<file path="config.mk">
export PLATFORM = sky130hd
export DESIGN_NAME = swizzle_move_unit
export DESIGN_NICKNAME = d
export VERILOG_FILES = /design/src/rtl/swz_pkg.sv /design/src/rtl/swz_ctrl.sv /design/src/rtl/swz_dpath.sv /design/src/rtl/swizzle_move_unit.sv
export SDC_FILE = /design/constraint.sdc
export NUM_CORES = 1
export LEC_CHECK = 0
export BUFFER_PORTS_ARGS = -buffer_cell sky130_fd_sc_hd__buf_4
export CORE_MARGIN = 5
export CORE_UTILIZATION = 30
export CTS_CLUSTER_DIAMETER = 80
export CTS_CLUSTER_SIZE = 40
export DETAILED_ROUTE_END_ITERATION = 6
export GPL_ROUTABILITY_DRIVEN = 0
export PLACE_DENSITY = 0.63
export SETUP_SLACK_MARGIN = 0.2
export SLEW_MARGIN = 15
export SYNTH_ARGS = -nofsm -noshare
export SYNTH_HDL_FRONTEND = slang
export SYNTH_SLANG_ARGS = --single-unit
</file>
<file path="constraint.sdc">
create_clock -name clk -period 5.6 [get_ports clk]
set_clock_uncertainty 0.05 [all_clocks]
set_input_delay 0.28 -clock clk [delete_from_list [all_inputs] [get_ports clk]]
set_output_delay 0.28 -clock clk [all_outputs]
set_load 0.02 [all_outputs]
</file>
<file path="src/rtl/swz_pkg.sv">
package swz_pkg;
  localparam int SEL_W = 3;
  localparam int MAX_COMPS = 4;
  localparam int SWZ_W = SEL_W * MAX_COMPS;
  localparam int COMP_W = $clog2(MAX_COMPS);
  localparam int LEN_W = 3;

  typedef enum logic [1:0] {
    ST_IDLE = 2'd0,
    ST_RUN  = 2'd1,
    ST_FIN  = 2'd2
  } swzState_t;

  typedef struct packed {
    logic load;
    logic step;
  } swzStrobes_t;

  function automatic logic [LEN_W-1:0] effLen(input logic [LEN_W-1:0] raw);
    if (raw == '0) return LEN_W'(1);
    if (raw > LEN_W'(MAX_COMPS)) return LEN_W'(MAX_COMPS);
    return raw;
  endfunction
endpackage

</file>
<file path="src/rtl/swz_ctrl.sv">
module swz_ctrl
  import swz_pkg::*;
(
  input  logic        clk,
  input  logic        rstN,
  input  logic        start,
  input  logic        isLast,
  output swzStrobes_t strobes,
  output logic        busy,
  output logic        done
);
  swzState_t state, stateNext;

  always_comb begin
    stateNext = state;
    strobes = '0;
    case (state)
      ST_IDLE: if (start) begin
        strobes.load = 1'b1;
        stateNext = ST_RUN;
      end
      ST_RUN: begin
        strobes.step = 1'b1;
        if (isLast) stateNext = ST_FIN;
      end
      ST_FIN: stateNext = ST_IDLE;
      default: stateNext = ST_IDLE;
    endcase
  end

  always_ff @(posedge clk) begin
    if (!rstN) state <= ST_IDLE;
    else state <= stateNext;
  end

  assign busy = (state != ST_IDLE);
  assign done = (state == ST_FIN);
endmodule

</file>
<file path="src/rtl/swz_dpath.sv">
module swz_dpath
  import swz_pkg::*;
#(
  parameter int IDX_W = 6,
  parameter int DATA_W = 64,
  parameter logic [DATA_W-1:0] CONST_ZERO = '0,
  parameter logic [DATA_W-1:0] CONST_ONE = 64'h3FF0_0000_0000_0000,
  localparam int ADDR_W = IDX_W + COMP_W
) (
  input  logic              clk,
  input  logic              rstN,
  input  swzStrobes_t       strobes,
  input  logic [SWZ_W-1:0]  swizzle,
  input  logic [LEN_W-1:0]  subVl,
  input  logic [IDX_W-1:0]  elemIdx,
  input  logic [DATA_W-1:0] rdData,
  output logic [ADDR_W-1:0] rdAddr,
  output logic              wrEn,
  output logic [COMP_W-1:0] wrComp,
  output logic [DATA_W-1:0] wrData,
  output logic              isLast
);
  logic [SWZ_W-1:0]  swzR;
  logic [LEN_W-1:0]  lenR;
  logic [ADDR_W-1:0] baseR;
  logic [COMP_W-1:0] compR;
  logic [SEL_W-1:0]  fields [MAX_COMPS];
  logic [SEL_W-1:0]  sel;
  logic              doWrite;
  logic [LEN_W-1:0]  lenIn;

  assign lenIn = effLen(subVl);

  always_ff @(posedge clk) begin
    if (!rstN) begin
      swzR  <= '0;
      lenR  <= LEN_W'(1);
      baseR <= '0;
      compR <= '0;
    end else if (strobes.load) begin
      swzR  <= swizzle;
      lenR  <= lenIn;
      baseR <= ADDR_W'(elemIdx) * ADDR_W'(lenIn);
      compR <= '0;
    end else if (strobes.step) begin
      compR <= compR + COMP_W'(1);
    end
  end

  for (genvar g = 0; g < MAX_COMPS; g++) begin : g_field
    assign fields[g] = swzR[g*SEL_W +: SEL_W];
  end

  assign sel    = fields[compR];
  assign rdAddr = baseR + ADDR_W'(sel[1:0]);
  assign isLast = (LEN_W'(compR) == lenR - LEN_W'(1));
  assign wrComp = compR;

  always_comb begin
    doWrite = 1'b0;
    wrData  = rdData;
    case (sel)
      3'd0, 3'd1, 3'd2, 3'd3: doWrite = (LEN_W'(sel) < lenR);
      3'd4: begin doWrite = 1'b1; wrData = CONST_ZERO; end
      3'd5: begin doWrite = 1'b1; wrData = CONST_ONE; end
      default: doWrite = 1'b0;
    endcase
  end

  assign wrEn = strobes.step & doWrite;
endmodule

</file>
<file path="src/rtl/swizzle_move_unit.sv">
module swizzle_move_unit
  import swz_pkg::*;
#(
  parameter int IDX_W = 6,
  parameter int DATA_W = 64
) (
  input  logic                      clk,
  input  logic                      rstN,
  input  logic                      start,
  input  logic [SWZ_W-1:0]          swizzle,
  input  logic [LEN_W-1:0]          subVl,
  input  logic [IDX_W-1:0]          elemIdx,
  output logic [IDX_W+COMP_W-1:0]   rdAddr,
  input  logic [DATA_W-1:0]         rdData,
  output logic                      wrEn,
  output logic [COMP_W-1:0]         wrComp,
  output logic [DATA_W-1:0]         wrData,
  output logic                      busy,
  output logic                      done
);
  swzStrobes_t strobes;
  logic        isLast;

  swz_ctrl u_ctrl (
    .clk(clk), .rstN(rstN), .start(start), .isLast(isLast),
    .strobes(strobes), .busy(busy), .done(done)
  );

  swz_dpath #(.IDX_W(IDX_W), .DATA_W(DATA_W)) u_dpath (
    .clk(clk), .rstN(rstN), .strobes(strobes), .swizzle(swizzle),
    .subVl(subVl), .elemIdx(elemIdx), .rdData(rdData), .rdAddr(rdAddr),
    .wrEn(wrEn), .wrComp(wrComp), .wrData(wrData), .isLast(isLast)
  );
endmodule

</file>
==> flow_results.xml <==
<?xml version="1.0" encoding="UTF-8"?>
<metrics>
  <group name="clock_tree">
    <metric name="post_cts_hold_buffer_count" unit="">0</metric>
    <metric name="cts.htree.levels" unit="">1</metric>
    <metric name="clk-insertion-delay-late" unit="ns">0.28</metric>
    <metric name="tritoncts" unit="">yes</metric>
    <metric name="clk_pin_slew" unit="ns">0.10</metric>
    <metric name="cts-buffers-inserted" unit="">3</metric>
    <metric name="ctsResizeCount" unit="">0</metric>
    <metric name="root_buffer" unit="">sky130_fd_sc_hd__clkbuf_8</metric>
    <metric name="cts_num_sinks" unit="">27</metric>
    <metric name="post_cts.repair.setup_buffers" unit="">0</metric>
    <metric name="clock_tree.buffer_depth" unit="">2</metric>
  </group>
  <group name="logic_synthesis">
    <metric name="synthDominantCellAreaShare" unit="%">24.5</metric>
    <metric name="synthTopCellsByArea" unit="">sky130_fd_sc_hd__dfxtp_1 25%, sky130_fd_sc_hd__and2_4 14%, sky130_fd_sc_hd__and2_1 7.4%</metric>
    <metric name="postSynthRegisterBits" unit="">27</metric>
    <metric name="synth.yosys.warnings" unit="">0</metric>
    <metric name="synth_ff_type" unit="">sky130_fd_sc_hd__dfxtp_1</metric>
    <metric name="ys_top_cells_by_count" unit="">41 x sky130_fd_sc_hd__nand2_1, 35 x sky130_fd_sc_hd__and2_4, 27 x sky130_fd_sc_hd__dfxtp_1</metric>
    <metric name="yosysMostFrequentCell" unit="">sky130_fd_sc_hd__nand2_1</metric>
    <metric name="async_reset_ff_share" unit="%">0</metric>
    <metric name="synth_top_area_cell" unit="">sky130_fd_sc_hd__dfxtp_1</metric>
    <metric name="post_synth_inst_count" unit="">256</metric>
    <metric name="synth_area_per_cell" unit="um2">8.61</metric>
    <metric name="synth.net_count" unit="">362</metric>
    <metric name="count_of_distinct_cell_types_in_the_synthesized_netlist" unit="">35</metric>
    <metric name="synth_area" unit="um2">2200</metric>
    <metric name="synth_enable_flop_cells" unit="">0</metric>
    <metric name="synth-seq-area-share" unit="%">24.5</metric>
  </group>
  <group name="floorplanning">
    <metric name="die_y" unit="um">95.7</metric>
    <metric name="dieArea" unit="um2">9160</metric>
    <metric name="core_area" unit="um2">7210</metric>
    <metric name="die_width" unit="um">95.7</metric>
    <metric name="ioPinCount" unit="">165</metric>
    <metric name="placement_rows" unit="">31</metric>
    <metric name="initial_utilization" unit="%">30.6</metric>
  </group>
  <group name="sta">
    <metric name="tns" unit="ns">0</metric>
    <metric name="final-max-slew-violation-count" unit="">0</metric>
    <metric name="fmax" unit="MHz">343</metric>
    <metric name="worst_pin_slew" unit="ns">0.766</metric>
    <metric name="report.final.setup_viol" unit="">0</metric>
    <metric name="final_setup_margin" unit="ns">2.69</metric>
    <metric name="period_needed" unit="ns">2.91</metric>
    <metric name="maxSlewHeadroom" unit="%">48.9</metric>
    <metric name="hold_violations" unit="">0</metric>
    <metric name="fin_crit_sh" unit="%">52.0</metric>
    <metric name="grt_setup_unrepaired" unit="">false</metric>
  </group>
  <group name="routing">
    <metric name="routed_wl" unit="um">7430</metric>
    <metric name="route.met2.wl" unit="um">3770</metric>
    <metric name="highest-signal-layer" unit="">met4</metric>
    <metric name="detailroute.wirelength.met3" unit="um">790</metric>
    <metric name="drtIter0Drc" unit="">29</metric>
    <metric name="route.vias.total" unit="">2275</metric>
    <metric name="route.detailed.wl_per_inst" unit="um">14.6</metric>
    <metric name="via_per_inst" unit="">4.46</metric>
    <metric name="ant_nets" unit="">0</metric>
    <metric name="detail_route.drc_violations" unit="">0</metric>
    <metric name="drtPass1Iterations" unit="">6</metric>
    <metric name="detail_route.wirelength.met1" unit="um">2780</metric>
  </group>
  <group name="global_route">
    <metric name="grt_start_max_net_pins" unit="">66</metric>
    <metric name="grt_pass1_wl" unit="um">10700</metric>
    <metric name="grt_antenna_before_repair" unit="">0</metric>
    <metric name="first_global_vias" unit="">2165</metric>
    <metric name="grt_usage" unit="%">14.8</metric>
    <metric name="global_route_congestion_overflow_total" unit="">0</metric>
  </group>
  <group name="place">
    <metric name="placed_cells_incl_taps" unit="">506</metric>
    <metric name="port_buffers" unit="">164</metric>
    <metric name="dp_slack" unit="ns">2.71</metric>
    <metric name="hpwlAfterDp" unit="um">6250</metric>
    <metric name="dpl_cell_area" unit="um2">3460</metric>
  </group>
  <group name="finish">
    <metric name="layout.cell_area.non_filler" unit="um2">3510</metric>
    <metric name="filler_cell_count" unit="">709</metric>
    <metric name="fin_nets" unit="">518</metric>
    <metric name="n_antenna_cell" unit="">0</metric>
    <metric name="layout-drive-gt1-share" unit="%">50.6</metric>
    <metric name="instances_no_fill" unit="">510</metric>
    <metric name="areaGrowthSynthToFinish" unit="%">59.2</metric>
  </group>
  <group name="setup_path">
    <metric name="timing_worst_setup_path_type" unit="">reg2out</metric>
    <metric name="critical_path_required" unit="ns">5.27</metric>
    <metric name="crit_path_end_kind" unit="">output port</metric>
    <metric name="critPathLaunchType" unit="">flip-flop</metric>
    <metric name="crit_path_max_fanout" unit="">6</metric>
    <metric name="cp.arrival" unit="ns">2.58</metric>
  </group>
  <group name="run_status">
    <metric name="outcome" unit="">complete, no violations</metric>
  </group>
  <group name="hold_path">
    <metric name="min-delay-path-class" unit="">in2reg</metric>
  </group>
  <group name="power_and_ir_drop">
    <metric name="power_leakage" unit="nW">1.83</metric>
    <metric name="power_per_standard_cell_area" unit="nW/um2">213</metric>
    <metric name="max-vdd-ir-drop" unit="V">0.000149</metric>
  </group>
  <group name="run">
    <metric name="max_capacitance_violation_count" unit="">0</metric>
  </group>
</metrics>
sequential cells by signal (all words and copies together) (netlist names):
signal	cells
u_dpath.baseR	8
u_dpath.lenR	3
u_dpath.swzR	12
u_ctrl.state	2
u_dpath.wrComp	2
logic make-up (layout without fill, tap and decap cells):
family	count (synthesis)	count (layout)	synth area share, %
xor+xnor	13	13	5.16
buf+inv	31	186	7.72
flops	27	27	24.5
fa+ha+maj	18	18	12.3
simple gates	125	125	34.4
mux	3	3	3.06
compound gates	39	39	12.9
through the flow:
| step | util (%) | power [mW] | hold slack [ns] |
|---|---|---|---|
| after global placement | 48.0 | 0.637 | 0.408 |
| final | 48.6 | 0.746 | 0.152 |
| after detailed placement | 48.0 | 0.642 | 0.413 |
| after floorplan | - | 0.475 | 0.356 |
| after CTS | 48.6 | 0.755 | 0.148 |
| after global routing | 48.6 | 0.793 | 0.147 |
path summary, 6_finish.rpt:
check                         start                to  slack [ns]  depth (start not counted)
setup / recovery  u_dpath.wrComp[1]         rdAddr[7]        2.69                          7
hold / removal           swizzle[7]   u_dpath.swzR[7]        0.15                          2
setup reg to reg    u_ctrl.state[1]  u_dpath.baseR[5]        3.81                          4
hold reg to reg     u_dpath.swzR[1]   u_dpath.swzR[1]        0.44                          1
power by group:
part	internal, mW	leakage, nW	switching [mW]
sequential	0.211	0.221	0.0145
clock	0.0506	0.0217	0.0626
combinational	0.203	1.59	0.204
layout make-up:
class                   instances  area [um2]  share of cell area, %
multi-input cells             198        1490                   42.6
repair buffers                165        1240                   35.3
flip-flops and latches         27         541                   15.4
well taps                      99         124                   3.53
inverters                      17        63.8                   1.82
clock buffers                   3        41.3                   1.18
clock inverters                 1        7.51                  0.214
cell usage in the layout (no fill, tap or decap), types with 5 or more instances in the layout:
cell type / n
sky130_fd_sc_hd__and2_4: 35
sky130_fd_sc_hd__and2_1: 26
sky130_fd_sc_hd__o21ai_0: 11
sky130_fd_sc_hd__nand3_1: 5
sky130_fd_sc_hd__a22o_1: 13
sky130_fd_sc_hd__buf_4: 165
sky130_fd_sc_hd__inv_1: 17
sky130_fd_sc_hd__xnor2_1: 6
sky130_fd_sc_hd__nor2b_1: 5
sky130_fd_sc_hd__nor2_1: 5
sky130_fd_sc_hd__nand2_1: 41
sky130_fd_sc_hd__fa_1: 6
sky130_fd_sc_hd__dfxtp_1: 27
sky130_fd_sc_hd__xor2_1: 7
sky130_fd_sc_hd__ha_1: 12
routing by layer:
| layer | GRT usage, % | vias to the layer above |
|---|---|---|
| met5 | 0 | - |
| met4 | 4.50 | 0 |
| met3 | 3.60 | 6 |
| met2 | 27.0 | 98 |
| met1 | 16.7 | 1020 |
| li1 | - | 1151 |
critical path, stage by stage, from the launching register on:
cell and delay, ns:
sky130_fd_sc_hd__dfxtp_1 0.52, sky130_fd_sc_hd__mux4_2 0.61, sky130_fd_sc_hd__ha_1 0.30, sky130_fd_sc_hd__a21oi_1 0.09, sky130_fd_sc_hd__nor3b_1 0.33, sky130_fd_sc_hd__nand3_1 0.14, sky130_fd_sc_hd__xnor2_1 0.14, sky130_fd_sc_hd__buf_4 0.16
Note: power is estimated with default switching activity, not from simulation.
